**config.mk**
```make
export PLATFORM = sky130hd
export DESIGN_NAME = spi_ctl_top
export DESIGN_NICKNAME = d
export VERILOG_FILES = /design/src/rtl/spi_ctl_pkg.sv /design/src/rtl/spi_ctl_fifo.sv /design/src/rtl/spi_ctl_dp.sv /design/src/rtl/spi_ctl_ctrl.sv /design/src/rtl/spi_ctl_top.sv
export SDC_FILE = /design/constraint.sdc
export NUM_CORES = 1
export LEC_CHECK = 0
export BUFFER_PORTS_ARGS = -buffer_cell sky130_fd_sc_hd__buf_2
export CAP_MARGIN = 10
export CORE_MARGIN = 2
export CORE_UTILIZATION = 60
export CTS_BUF_LIST = sky130_fd_sc_hd__clkbuf_4
export DETAILED_ROUTE_END_ITERATION = 8
export PLACE_DENSITY = 0.76
export SYNTH_ARGS = -nofsm -noshare
export SYNTH_HDL_FRONTEND = slang
export SYNTH_SLANG_ARGS = --single-unit
```
**constraint.sdc**
```tcl
create_clock -name clk -period 8.5 [get_ports clk]
set_input_delay 1.275 -clock clk [delete_from_list [all_inputs] [get_ports clk]]
set_output_delay 1.275 -clock clk [all_outputs]
set_load 0.02 [all_outputs]
```
**src/rtl/spi_ctl_pkg.sv**
```systemverilog
package spi_ctl_pkg;
  localparam int CS_COUNT = 3;

  typedef struct packed {
    logic txPush;
    logic rxPop;
    logic txClr;
    logic rxClr;
    logic load;
    logic shiftOut;
    logic sampleIn;
    logic rxPush;
  } strobe_t;
endpackage

```
**src/rtl/spi_ctl_fifo.sv**
```systemverilog
module spi_ctl_fifo #(
  parameter int WIDTH = 8,
  parameter int DEPTH = 16
) (
  input  logic                         clk,
  input  logic                         rstN,
  input  logic                         clr,
  input  logic                         push,
  input  logic                         pop,
  input  logic [WIDTH-1:0]             din,
  output logic [WIDTH-1:0]             dout,
  output logic [$clog2(DEPTH+1)-1:0]   count
);
  localparam int AW = $clog2(DEPTH);
  localparam int CW = $clog2(DEPTH+1);

  logic [WIDTH-1:0] mem [DEPTH];
  logic [AW-1:0]    wrPtr, rdPtr;

  always_ff @(posedge clk or negedge rstN) begin
    if (!rstN) begin
      wrPtr <= '0;
      rdPtr <= '0;
      count <= '0;
    end else if (clr) begin
      wrPtr <= '0;
      rdPtr <= '0;
      count <= '0;
    end else begin
      if (push) wrPtr <= wrPtr + 1'b1;
      if (pop)  rdPtr <= rdPtr + 1'b1;
      case ({push, pop})
        2'b10:   count <= count + 1'b1;
        2'b01:   count <= count - 1'b1;
        default: count <= count;
      endcase
    end
  end

  always_ff @(posedge clk) begin
    if (push && !clr) mem[wrPtr] <= din;
  end

  assign dout = mem[rdPtr];

  p_no_overflow_r7: assert property (@(posedge clk) disable iff (!rstN)
    (push && !clr) |-> (count < CW'(DEPTH)))
    else $error("queue pushed while full");

  p_no_underflow_r7: assert property (@(posedge clk) disable iff (!rstN)
    (pop && !clr) |-> (count != '0))
    else $error("queue popped while empty");
endmodule

```
**src/rtl/spi_ctl_dp.sv**
```systemverilog
module spi_ctl_dp
  import spi_ctl_pkg::*;
#(
  parameter int DEPTH = 16
) (
  input  logic                        clk,
  input  logic                        rstN,
  input  strobe_t                     stb,
  input  logic [7:0]                  wrByte,
  input  logic                        lineIn,
  output logic [7:0]                  rdByte,
  output logic [$clog2(DEPTH+1)-1:0]  txCount,
  output logic [$clog2(DEPTH+1)-1:0]  rxCount,
  output logic                        txBit
);
  logic [7:0] txHead;
  logic [7:0] txShift, rxShift;

  spi_ctl_fifo #(.WIDTH(8), .DEPTH(DEPTH)) u_txq (
    .clk(clk), .rstN(rstN), .clr(stb.txClr), .push(stb.txPush), .pop(stb.load),
    .din(wrByte), .dout(txHead), .count(txCount));

  spi_ctl_fifo #(.WIDTH(8), .DEPTH(DEPTH)) u_rxq (
    .clk(clk), .rstN(rstN), .clr(stb.rxClr), .push(stb.rxPush), .pop(stb.rxPop),
    .din(rxShift), .dout(rdByte), .count(rxCount));

  always_ff @(posedge clk or negedge rstN) begin
    if (!rstN) begin
      txShift <= '0;
      rxShift <= '0;
    end else begin
      if (stb.load)          txShift <= txHead;
      else if (stb.shiftOut) txShift <= {txShift[6:0], 1'b0};
      if (stb.sampleIn)      rxShift <= {rxShift[6:0], lineIn};
    end
  end

  assign txBit = txShift[7];
endmodule

```
**src/rtl/spi_ctl_ctrl.sv**
```systemverilog
module spi_ctl_ctrl
  import spi_ctl_pkg::*;
#(
  parameter int DEPTH = 16,
  parameter int DIV_W = 16
) (
  input  logic                        clk,
  input  logic                        rstN,
  input  logic                        busWe,
  input  logic                        busRe,
  input  logic [3:0]                  busAddr,
  input  logic [23:0]                 busWdata,
  output logic [31:0]                 busRdata,
  input  logic [7:0]                  rdByte,
  input  logic [$clog2(DEPTH+1)-1:0]  txCount,
  input  logic [$clog2(DEPTH+1)-1:0]  rxCount,
  output strobe_t                     stb,
  output logic                        sclk,
  output logic                        mosiOe,
  output logic [CS_COUNT-1:0]         csOut,
  output logic                        irq
);
  localparam int CW = $clog2(DEPTH+1);
  localparam logic [CW-1:0] FULL_LVL = CW'(DEPTH);
  localparam logic [CW-1:0] NEED_LVL = CW'((DEPTH * 3) / 4);
  localparam logic [CW-1:0] MORE_LIM = CW'(DEPTH - 1);
  localparam logic [DIV_W-1:0] SLOW_HALF = DIV_W'(1) << (DIV_W - 1);
  localparam logic [4:0] LAST_HALF = 5'd17;

  // control fields
  logic [1:0]          csSel;
  logic                cpha, cpol, gpol, ta, intd, intr, ren;
  logic [CS_COUNT-1:0] perPol;
  logic [DIV_W-1:0]    divReg;

  // engine state
  logic                busy, sclkAct;
  logic [DIV_W-2:0]    halfCnt;
  logic [4:0]          halfIdx;

  logic wrCtl, wrData, wrDiv, rdData;
  logic txEmpty, txFull, rxEmpty, rxFull, rxNeed, done;
  logic [DIV_W-1:0] halfPer;
  logic tick, leadEdge, trailEdge, byteEnd, startNow, moreNow;

  assign wrCtl  = busWe && (busAddr[3:2] == 2'd0);
  assign wrData = busWe && (busAddr[3:2] == 2'd1);
  assign wrDiv  = busWe && (busAddr[3:2] == 2'd2);
  assign rdData = busRe && (busAddr[3:2] == 2'd1);

  assign txEmpty = (txCount == '0);
  assign txFull  = (txCount == FULL_LVL);
  assign rxEmpty = (rxCount == '0);
  assign rxFull  = (rxCount == FULL_LVL);
  assign rxNeed  = (rxCount >= NEED_LVL);
  assign done    = ta && txEmpty && !busy;

  always_ff @(posedge clk or negedge rstN) begin
    if (!rstN) begin
      csSel  <= '0; cpha <= 1'b0; cpol <= 1'b0; gpol <= 1'b0;
      ta     <= 1'b0; intd <= 1'b0; intr <= 1'b0; ren <= 1'b0;
      perPol <= '0;
      divReg <= '0;
    end else begin
      if (wrCtl) begin
        csSel  <= busWdata[1:0];
        cpha   <= busWdata[2];
        cpol   <= busWdata[3];
        gpol   <= busWdata[6];
        ta     <= busWdata[7];
        intd   <= busWdata[9];
        intr   <= busWdata[10];
        ren    <= busWdata[12];
        perPol <= busWdata[21 +: CS_COUNT];
      end
      if (wrDiv) divReg <= {busWdata[DIV_W-1:1], 1'b0};
    end
  end

  // half-period timing
  assign halfPer   = (divReg == '0) ? SLOW_HALF : {1'b0, divReg[DIV_W-1:1]};
  assign tick      = busy && ta && ({1'b0, halfCnt} == (halfPer - 1'b1));
  assign leadEdge  = tick && (halfIdx < 5'd16) && !halfIdx[0];
  assign trailEdge = tick && (halfIdx < 5'd16) &&  halfIdx[0];
  assign byteEnd   = tick && (halfIdx == LAST_HALF);
  assign startNow  = !busy && ta && !txEmpty && !rxFull;
  assign moreNow   = ta && !txEmpty && (rxCount < MORE_LIM);

  always_ff @(posedge clk or negedge rstN) begin
    if (!rstN) begin
      busy    <= 1'b0;
      sclkAct <= 1'b0;
      halfCnt <= '0;
      halfIdx <= '0;
    end else if (!ta) begin
      busy    <= 1'b0;
      sclkAct <= 1'b0;
      halfCnt <= '0;
      halfIdx <= '0;
    end else if (startNow) begin
      busy    <= 1'b1;
      sclkAct <= 1'b0;
      halfCnt <= '0;
      halfIdx <= '0;
    end else if (busy) begin
      if (tick) begin
        halfCnt <= '0;
        if (halfIdx == LAST_HALF) begin
          halfIdx <= '0;
          busy    <= moreNow;
        end else begin
          halfIdx <= halfIdx + 1'b1;
        end
        if (leadEdge)       sclkAct <= 1'b1;
        else if (trailEdge) sclkAct <= 1'b0;
      end else begin
        halfCnt <= halfCnt + 1'b1;
      end
    end
  end

  // strobes toward the datapath
  always_comb begin
    stb          = '0;
    stb.txPush   = wrData && !txFull;
    stb.rxPop    = rdData && !rxEmpty;
    stb.txClr    = wrCtl && busWdata[4];
    stb.rxClr    = wrCtl && busWdata[5];
    stb.load     = startNow || (byteEnd && moreNow);
    stb.sampleIn = cpha ? trailEdge : leadEdge;
    stb.shiftOut = cpha ? (leadEdge && (halfIdx != '0)) : trailEdge;
    stb.rxPush   = byteEnd;
  end

  // pins
  assign sclk   = cpol ^ sclkAct;
  assign mosiOe = !ren;
  assign irq    = (intd && done) || (intr && rxNeed);

  logic [CS_COUNT-1:0] csLvl, csSeen;
  for (genvar i = 0; i < CS_COUNT; i++) begin : g_cs
    assign csLvl[i]  = perPol[i] | gpol;
    assign csOut[i]  = (ta && (csSel != 2'b11) && (csSel == 2'(i))) ? csLvl[i] : ~csLvl[i];
    assign csSeen[i] = ~(csOut[i] ^ csLvl[i]);
  end

  // register read
  always_comb begin
    case (busAddr[3:2])
      2'd0: busRdata = {8'd0, perPol, rxFull, rxNeed, !txFull, !rxEmpty, done,
                        3'd0, ren, 1'b0, intr, intd, 1'b0, ta, gpol, 2'b00,
                        cpol, cpha, csSel};
      2'd1: busRdata = {24'd0, rdByte};
      2'd2: busRdata = {{(32-DIV_W){1'b0}}, divReg};
      default: busRdata = '0;
    endcase
  end

  p_single_select_r9: assert property (@(posedge clk) disable iff (!rstN)
    $onehot0(csSeen))
    else $error("more than one chip select active");

  p_rest_level_r3: assert property (@(posedge clk) disable iff (!rstN)
    (!ta && !$past(ta)) |-> (sclk == cpol))
    else $error("sclk off its rest level while stopped");
endmodule

```
**src/rtl/spi_ctl_top.sv**
```systemverilog
module spi_ctl_top
  import spi_ctl_pkg::*;
#(
  parameter int FIFO_DEPTH = 16,
  parameter int DIV_W      = 16
) (
  input  logic                clk,
  input  logic                rstN,
  input  logic                busWe,
  input  logic                busRe,
  input  logic [3:0]          busAddr,
  input  logic [23:0]         busWdata,
  output logic [31:0]         busRdata,
  output logic                sclk,
  output logic                mosi,
  output logic                mosiOe,
  input  logic                misoIn,
  output logic [CS_COUNT-1:0] csOut,
  output logic                irq
);
  localparam int CW = $clog2(FIFO_DEPTH+1);

  strobe_t        stb;
  logic [7:0]     rdByte;
  logic [CW-1:0]  txCount, rxCount;

  spi_ctl_ctrl #(.DEPTH(FIFO_DEPTH), .DIV_W(DIV_W)) u_ctrl (
    .clk(clk), .rstN(rstN), .busWe(busWe), .busRe(busRe), .busAddr(busAddr),
    .busWdata(busWdata), .busRdata(busRdata), .rdByte(rdByte),
    .txCount(txCount), .rxCount(rxCount), .stb(stb), .sclk(sclk),
    .mosiOe(mosiOe), .csOut(csOut), .irq(irq));

  spi_ctl_dp #(.DEPTH(FIFO_DEPTH)) u_dp (
    .clk(clk), .rstN(rstN), .stb(stb), .wrByte(busWdata[7:0]), .lineIn(misoIn),
    .rdByte(rdByte), .txCount(txCount), .rxCount(rxCount), .txBit(mosi));
endmodule

```
==> results of run 1 <==
[per-stage QoR]
| stage | instances | worst slack (ns) | utilization | total power [W] |
|---|---|---|---|---|
| after floorplan | 1036 | 4.17 | - | 0.00285 |
| after global placement | 1367 | 3.50 | 0.634 | 0.00308 |
| after detailed placement | 1367 | 3.42 | 0.634 | 0.00311 |
| after CTS | 1526 | 3.40 | 0.679 | 0.00454 |
| after global routing | 1528 | 3.10 | 0.679 | 0.00474 |
| final | 1528 | 3.38 | 0.679 | 0.00450 |
[metal layers]
metal | global-route usage | vias up | share of wire
met5 | 0 | - | 0
met4 | 0.103 | 0 | 0.029
met3 | 0.0487 | 68 | 0.053
met2 | 0.424 | 285 | 0.52
met1 | 0.322 | 4566 | 0.40
li1 | - | 4170 | -
[placed cells by master (no fill, tap or decap), drive strengths merged, types with 9 or more instances in the layout]
cell type  instances
buf               61
inv               24
edfxtp           256
o21ai             49
nand3             24
nor2              64
dfrtp             91
clkinv            36
mux2              32
and3              15
nor3              12
clkbuf           118
a21oi             20
xor2              23
ha                21
nor4b              9
mux4              68
and2              36
mux2i             37
nor2b              9
nand2             59
xnor2             21
[power by group through the flow]
stage               combinational, W  sequential (W)  clock, W
global placement            0.000987         0.00210         0
finish                       0.00100         0.00207   0.00143
CTS                          0.00102         0.00206   0.00146
global route                 0.00111         0.00208   0.00155
detailed placement           0.00101         0.00210         0
floorplan                   0.000832         0.00202         0
[flip-flops by register name (all words and copies together), names as in the netlist, 2 cells and up]
name / count
u_dp.u_rxq.mem: 128
u_dp.u_txq.rdPtr: 4
u_dp.u_rxq.count: 5
u_dp.u_txq.count: 5
u_dp.txShift: 8
u_dp.u_txq.wrPtr: 4
u_dp.u_rxq.rdPtr: 4
u_ctrl.halfCnt: 15
u_ctrl.divReg: 15
u_dp.u_rxq.wrPtr: 4
u_ctrl.halfIdx: 5
u_dp.rxShift: 8
u_ctrl.perPol: 3
u_dp.u_txq.mem: 128
u_ctrl.csSel: 2
[final cells by class]
class | instances | area [µm²]
Clock buffer | 118 | 886
Inverter | 23 | 86.3
Timing Repair Buffer | 61 | 320
Clock inverter | 41 | 273
Fill cell | 1771 | 8120
Multi-Input combinational cell | 606 | 5260
Sequential cell | 347 | 9970
Antenna cell | 2 | 5.00
Tap cell | 330 | 413
[kinds of logic after synthesis]
kind of cell,share of synthesized area
DFF,0.640
and+or+nand+nor,0.0935
muxes,0.145
AOI/OAI and AO/OA,0.0500
buffers and inverters,0.0240
xor gates and xnor gates,0.0289
adders and majority gates,0.0182
other,0.000241
[worst paths after layout]
kind,start,end,slack [ns],cells after the start
max,u_ctrl.divReg[1],u_dp.u_rxq.count[4],3.38,17
min,rstN,u_dp.u_rxq.wrPtr[1],0.47,1
max reg2reg,u_ctrl.divReg[1],u_dp.u_rxq.count[4],3.38,17
min reg2reg,u_dp.txShift[6],u_dp.txShift[6],0.49,2
max in group asynchronous,rstN,u_dp.u_txq.rdPtr[0],6.71,2
min in group clk,u_dp.txShift[6],u_dp.txShift[6],0.49,2
==> results.cfg, run 1 <==
[outcome]
run_status = completed

[timing]
setup_tns_ns = 0
worst_pin_slew_ns = 0.967
period_needed_ns = 5.12
final_hold_viol_count = 0
slew_headroom = 0.356
slew_viol_final = 0
fin_skew_ns = 0.0490
setup_violations = 0
rsz0062_at_grt = no
whs_ns = 0.467
max_freq_ghz = 0.195
period_share = 0.603

[route]
drt-total-wl_um = 32500
antenna_left = 0
first_pass_iters = 5
vias = 9089
avgRoutedWirePerCell_um = 21.3
drc = 0
drt-vias-per-instance = 5.95
dr.first_iter.drc_count = 835

[clock_network]
hold_buffers = 0
clkLatencyLatePin_ns = 0.71
cts.sinks = 347
cts-resized-gates = 0
cts_tree = done
htreeDepth = 3
cts_setup_buffers = 0
root_buffer = clkbuf_4
clock_path_buffers = 3
numCtsBuffers = 86
path_clk_slew_ns = 0.07

[pwr]
power.share.clock = 0.317
cellPowerDensity_nw_per_um2 = 261
p_sw_frac = 0.301
p_switching_w = 0.00135
comb_power_share = 0.223
power.leakage_nw = 6.36
ir_worst_vdd_uv = 169
power_frac_seq = 0.460
intPower_w = 0.00315

[synth]
syn_area_um2 = 15600
synth_top_area_frac = 0.494
yosysTopAreaCell = edfxtp_1
yosysMostFrequentCell = edfxtp_1
synth_edf_count = 256
synth_cell_type_count = 72
synth.avg_cell_area_um2 = 15.1
synthTopCellsByArea = edfxtp_1, dfrtp_1, mux4_2, mux2i_1, mux2_2
ys_seq_area_frac = 0.640
ys_top_cells_by_count = edfxtp_1, dfrtp_1, mux4_2
ys_async_sr_fraction = 0.262
synth_ff_type = edfxtp_1
synth_seq_cells = 347
yosys_warnings = 0
synth_cells = 1029

[placement]
io_buffers = 56
hpwl_um = 21100
placed_cell_area_um2 = 16000
globalplace.congestion = 0.831

[die]
die_w_um = 165
start_util = 0.615
coreArea_um2 = 25300
io_pins = 72
die_area_um2 = 27300
placement_rows = 58
die_h_um = 165

[layout]
drive_gt1_frac = 0.262
final_area_um2 = 17200
fin_nets = 1180
area_growth_pct = 10.5

[hold_path]
hp-class = in2async

[setup_path]
cp-end-kind = register
critPathMaxFanout = 8
critPathKind = reg2reg
critPathMaxStageDelay_ns = 0.74
critPathLaunchType = register
cp.buffers_inverters = 2
cp.arrival_ns = 5.72
cp.required_ns = 9.10
cp_cell_sequence = inv_1, ha_1, or4b_1, or4_4, a2111oi_4, o2bb2ai_2, nand2_2, or4_1, nand2_1, inv_1, ha_1, nor2b_1, o21ai_0, nand2b_1, or3_1, a21o_1, a21oi_1
slowest_stage = or4_1
path_delay_family = simple AND/OR/NAND/NOR gates

[global_route]
antenna_found_initial = 2
grt_max_degree = 71
grt_overflow = 0
grt_pass1_wl_um = 50600
first_global_vias = 9207
grtUsageTotal = 0.251

[job]
cap_violations = 0
(Power assumes the default switching activity.)
==> inputs of run 2 (changes only) <==
--- a/config.mk
+++ b/config.mk
@@ -5,13 +5,14 @@
 export SDC_FILE = /design/constraint.sdc
 export NUM_CORES = 1
 export LEC_CHECK = 0
+export ABC_AREA = 1
 export BUFFER_PORTS_ARGS = -buffer_cell sky130_fd_sc_hd__buf_2
 export CAP_MARGIN = 10
 export CORE_MARGIN = 2
-export CORE_UTILIZATION = 60
+export CORE_UTILIZATION = 58
 export CTS_BUF_LIST = sky130_fd_sc_hd__clkbuf_4
 export DETAILED_ROUTE_END_ITERATION = 8
-export PLACE_DENSITY = 0.76
+export PLACE_DENSITY = 0.77
 export SYNTH_ARGS = -nofsm -noshare
 export SYNTH_HDL_FRONTEND = slang
 export SYNTH_SLANG_ARGS = --single-unit
==> constraint.sdc (replaced) <==
create_clock -name clk -period 4.3 [get_ports clk]
set_input_delay 0.645 -clock clk [delete_from_list [all_inputs] [get_ports clk]]
set_output_delay 0.645 -clock clk [all_outputs]
set_load 0.02 [all_outputs]
==> run 2 against run 1 <==
Net effect: the run now ends with DRC left; clock-buffer cell count up 18; die area grew 2.7%; worst hold slack worse by 0.39 ns; register-to-register slack got worse by 2.7 ns; first-iteration DRC count up 62%; critical path depth down 8; global-route usage rose by 1.5 points; sequential share of layout area rose by 0.11 points; synthesized area shrank 0.63%; largest power group unchanged.
==> results.cfg, run 2 <==
[placement]
globalplace.congestion = 0.886
io_buffers = 56
placed_cell_area_um2 = 16000
hpwl_um = 23400
dp.cells = 1826

[clock_network]
htreeDepth = 3
numCtsBuffers = 86
hold_buffers = 0
cts_tree = done
cts.sinks = 347
clock_path_buffers = 3
path_clk_slew_ns = 0.06
cts_setup_buffers = 0
root_buffer = clkbuf_4
cts-resized-gates = 0
clkLatencyLatePin_ns = 0.72

[route]
drc = 2
antenna_left = 0
drt-vias-per-instance = 5.75
drt-total-wl_um = 36700
avgRoutedWirePerCell_um = 18.5
dr.first_iter.drc_count = 1349
vias = 11400
first_pass_iters = 8

[outcome]
violations = DRC
run_status = complete, but fails checks

[global_route]
first_global_vias = 10900
grtUsageTotal = 0.266
antenna_found_initial = 2
grt_max_degree = 73
grt_pass1_wl_um = 58100
grt_overflow = 0

[setup_path]
cp-end-kind = primary output
cp-startpoint = u_dp.u_rxq.rdPtr[1]
critPathMaxFanout = 19
crit_end = busRdata[1]
r2r-start = u_ctrl.divReg[1]
cp.required_ns = 3.65
rrSetupSlack_ns = 0.64
cp.arrival_ns = 3.24
rr_worst_depth = 22
critPathLaunchType = register
critPathKind = reg2out
r2r-end = u_dp.u_rxq.count[4]

[pwr]
power.leakage_nw = 6.96
p_total_w = 0.00958
ir_worst_vdd_uv = 285
cellPowerDensity_nw_per_um2 = 558

[hold_path]
hp-class = in2async

[timing]
slew_headroom = 0.320
rsz0062_at_grt = no
worst_pin_slew_ns = 1.01
setup_violations = 0
max_freq_ghz = 0.257
period_needed_ns = 3.89
fin_skew_ns = 0.0601
final_hold_viol_count = 0
period_share = 0.905
slew_viol_final = 0
setup_tns_ns = 0

[synth]
synth_cells = 1479
yosys_warnings = 0
synth_edf_count = 256
synth.avg_cell_area_um2 = 10.5
ys_top_cells_by_count = edfxtp_1, nand2_1, nor2_1
synth_top_area_frac = 0.497
synthTopCellsByArea = edfxtp_1, dfrtp_1, nand2_1, o21ai_0, nor2_1
ys_async_sr_fraction = 0.262
yosysTopAreaCell = edfxtp_1
yosysMostFrequentCell = edfxtp_1
ys_seq_area_frac = 0.644
synth_ff_type = edfxtp_1
synth_cell_type_count = 49
synth_seq_cells = 347
syn_area_um2 = 15500

[layout]
drive_gt1_frac = 0.150
reg.largest.list = u_dp.u_rxq.mem x128, u_dp.u_txq.mem x128
final_cell_mix = edfxtp_1, nand2_1, nor2_1, o21ai_0, clkbuf_4
finish.utilization = 0.657
layout_commonest_cell = edfxtp_1
fin_nets = 1634
fin_cells = 1982
area_growth_pct = 11.0
final_area_um2 = 17200

[die]
die_w_um = 167
start_util = 0.592
io_pins = 72
placement_rows = 59
die_area_um2 = 28000
coreArea_um2 = 26100
die_h_um = 167

[job]
cap_violations = 0
==> run 2: cell count changes after synthesis, sizes merged, moves of 32 or more <==
cell,delta
a21oi,+34
nand3,+39
nor2,+166
inv,+90
nand2,+189
mux4,-68
o22ai,+44
mux2,-32
and2,-36
mux2i,-37
o21ai,+126
==> run 2: layer usage <==
layer,vias to the layer above,GRT usage,routed length [µm]
li1,5400,-,-
met1,5392,0.374,15500
met2,521,0.415,17000
met3,77,0.0624,3380
met4,2,0.0858,837
met5,-,0,15
==> run 2: through the flow <==
step                hold WS [ns]  setup slack [ns]
floorplan                  0.349              1.25
global placement           0.470             0.810
detailed placement         0.484             0.685
CTS                       0.0431             0.447
global route              0.0779             0.297
finish                    0.0750             0.411
==> run 2: how the worst min path moves through the flow <==
stage,start,end,slack (ns),cells after the start
floorplan,rstN,u_ctrl.busy,0.35,0
global placement,u_ctrl.gpol,u_ctrl.gpol,0.47,2
detailed placement,u_ctrl.intd,u_ctrl.intd,0.48,2
CTS,rstN,u_ctrl.halfCnt[12],0.04,1
global route,rstN,u_ctrl.halfCnt[12],0.08,1
finish,rstN,u_ctrl.halfCnt[10],0.07,1
==> run 2: cell type report <==
class / instances / area [µm²]
clock inverters: 19 / 121
diodes: 1 / 2.50
well taps: 335 / 419
fillers: 1973 / 8950
inverters: 116 / 435
repair buffers: 71 / 408
clock buffers: 136 / 1020
flip-flops and latches: 347 / 9970
multi-input cells: 957 / 4800
==> run 2: kinds of logic (layout without fill, tap and decap cells) <==
| group | after synthesis | after routing | synth area share |
|---|---|---|---|
| XOR/XNOR | 27 | 27 | 0.0153 |
| buffers and inverters | 182 | 342 | 0.0473 |
| adder cells (fa/ha/maj) | 22 | 22 | 0.0183 |
| other | 1 | 9 | 0.000242 |
| AO/OA/AOI/OAI | 317 | 317 | 0.115 |
| AND/OR/NAND/NOR | 583 | 583 | 0.160 |
| flip-flops | 347 | 347 | 0.644 |
==> run 2: report_power, final <==
group | switching [W] | internal (W) | total (W) | leakage, nW
combinational | 0.00187 | 0.000841 | 0.00272 | 2.68
sequential | 0.000265 | 0.00379 | 0.00405 | 3.61
clock | 0.00131 | 0.00150 | 0.00281 | 0.676
==> run 2: worst max-delay path, stage by stage (launching register included) <==
cell and delay [ns]:
dfrtp_1 0.38, inv_1 0.51, buf_4 0.33, o21ai_0 0.11, o22ai_1 0.16, nor2_1 0.10, o32ai_1 0.50, nand2_1 0.12
o221ai_1 0.12, buf_2 0.22
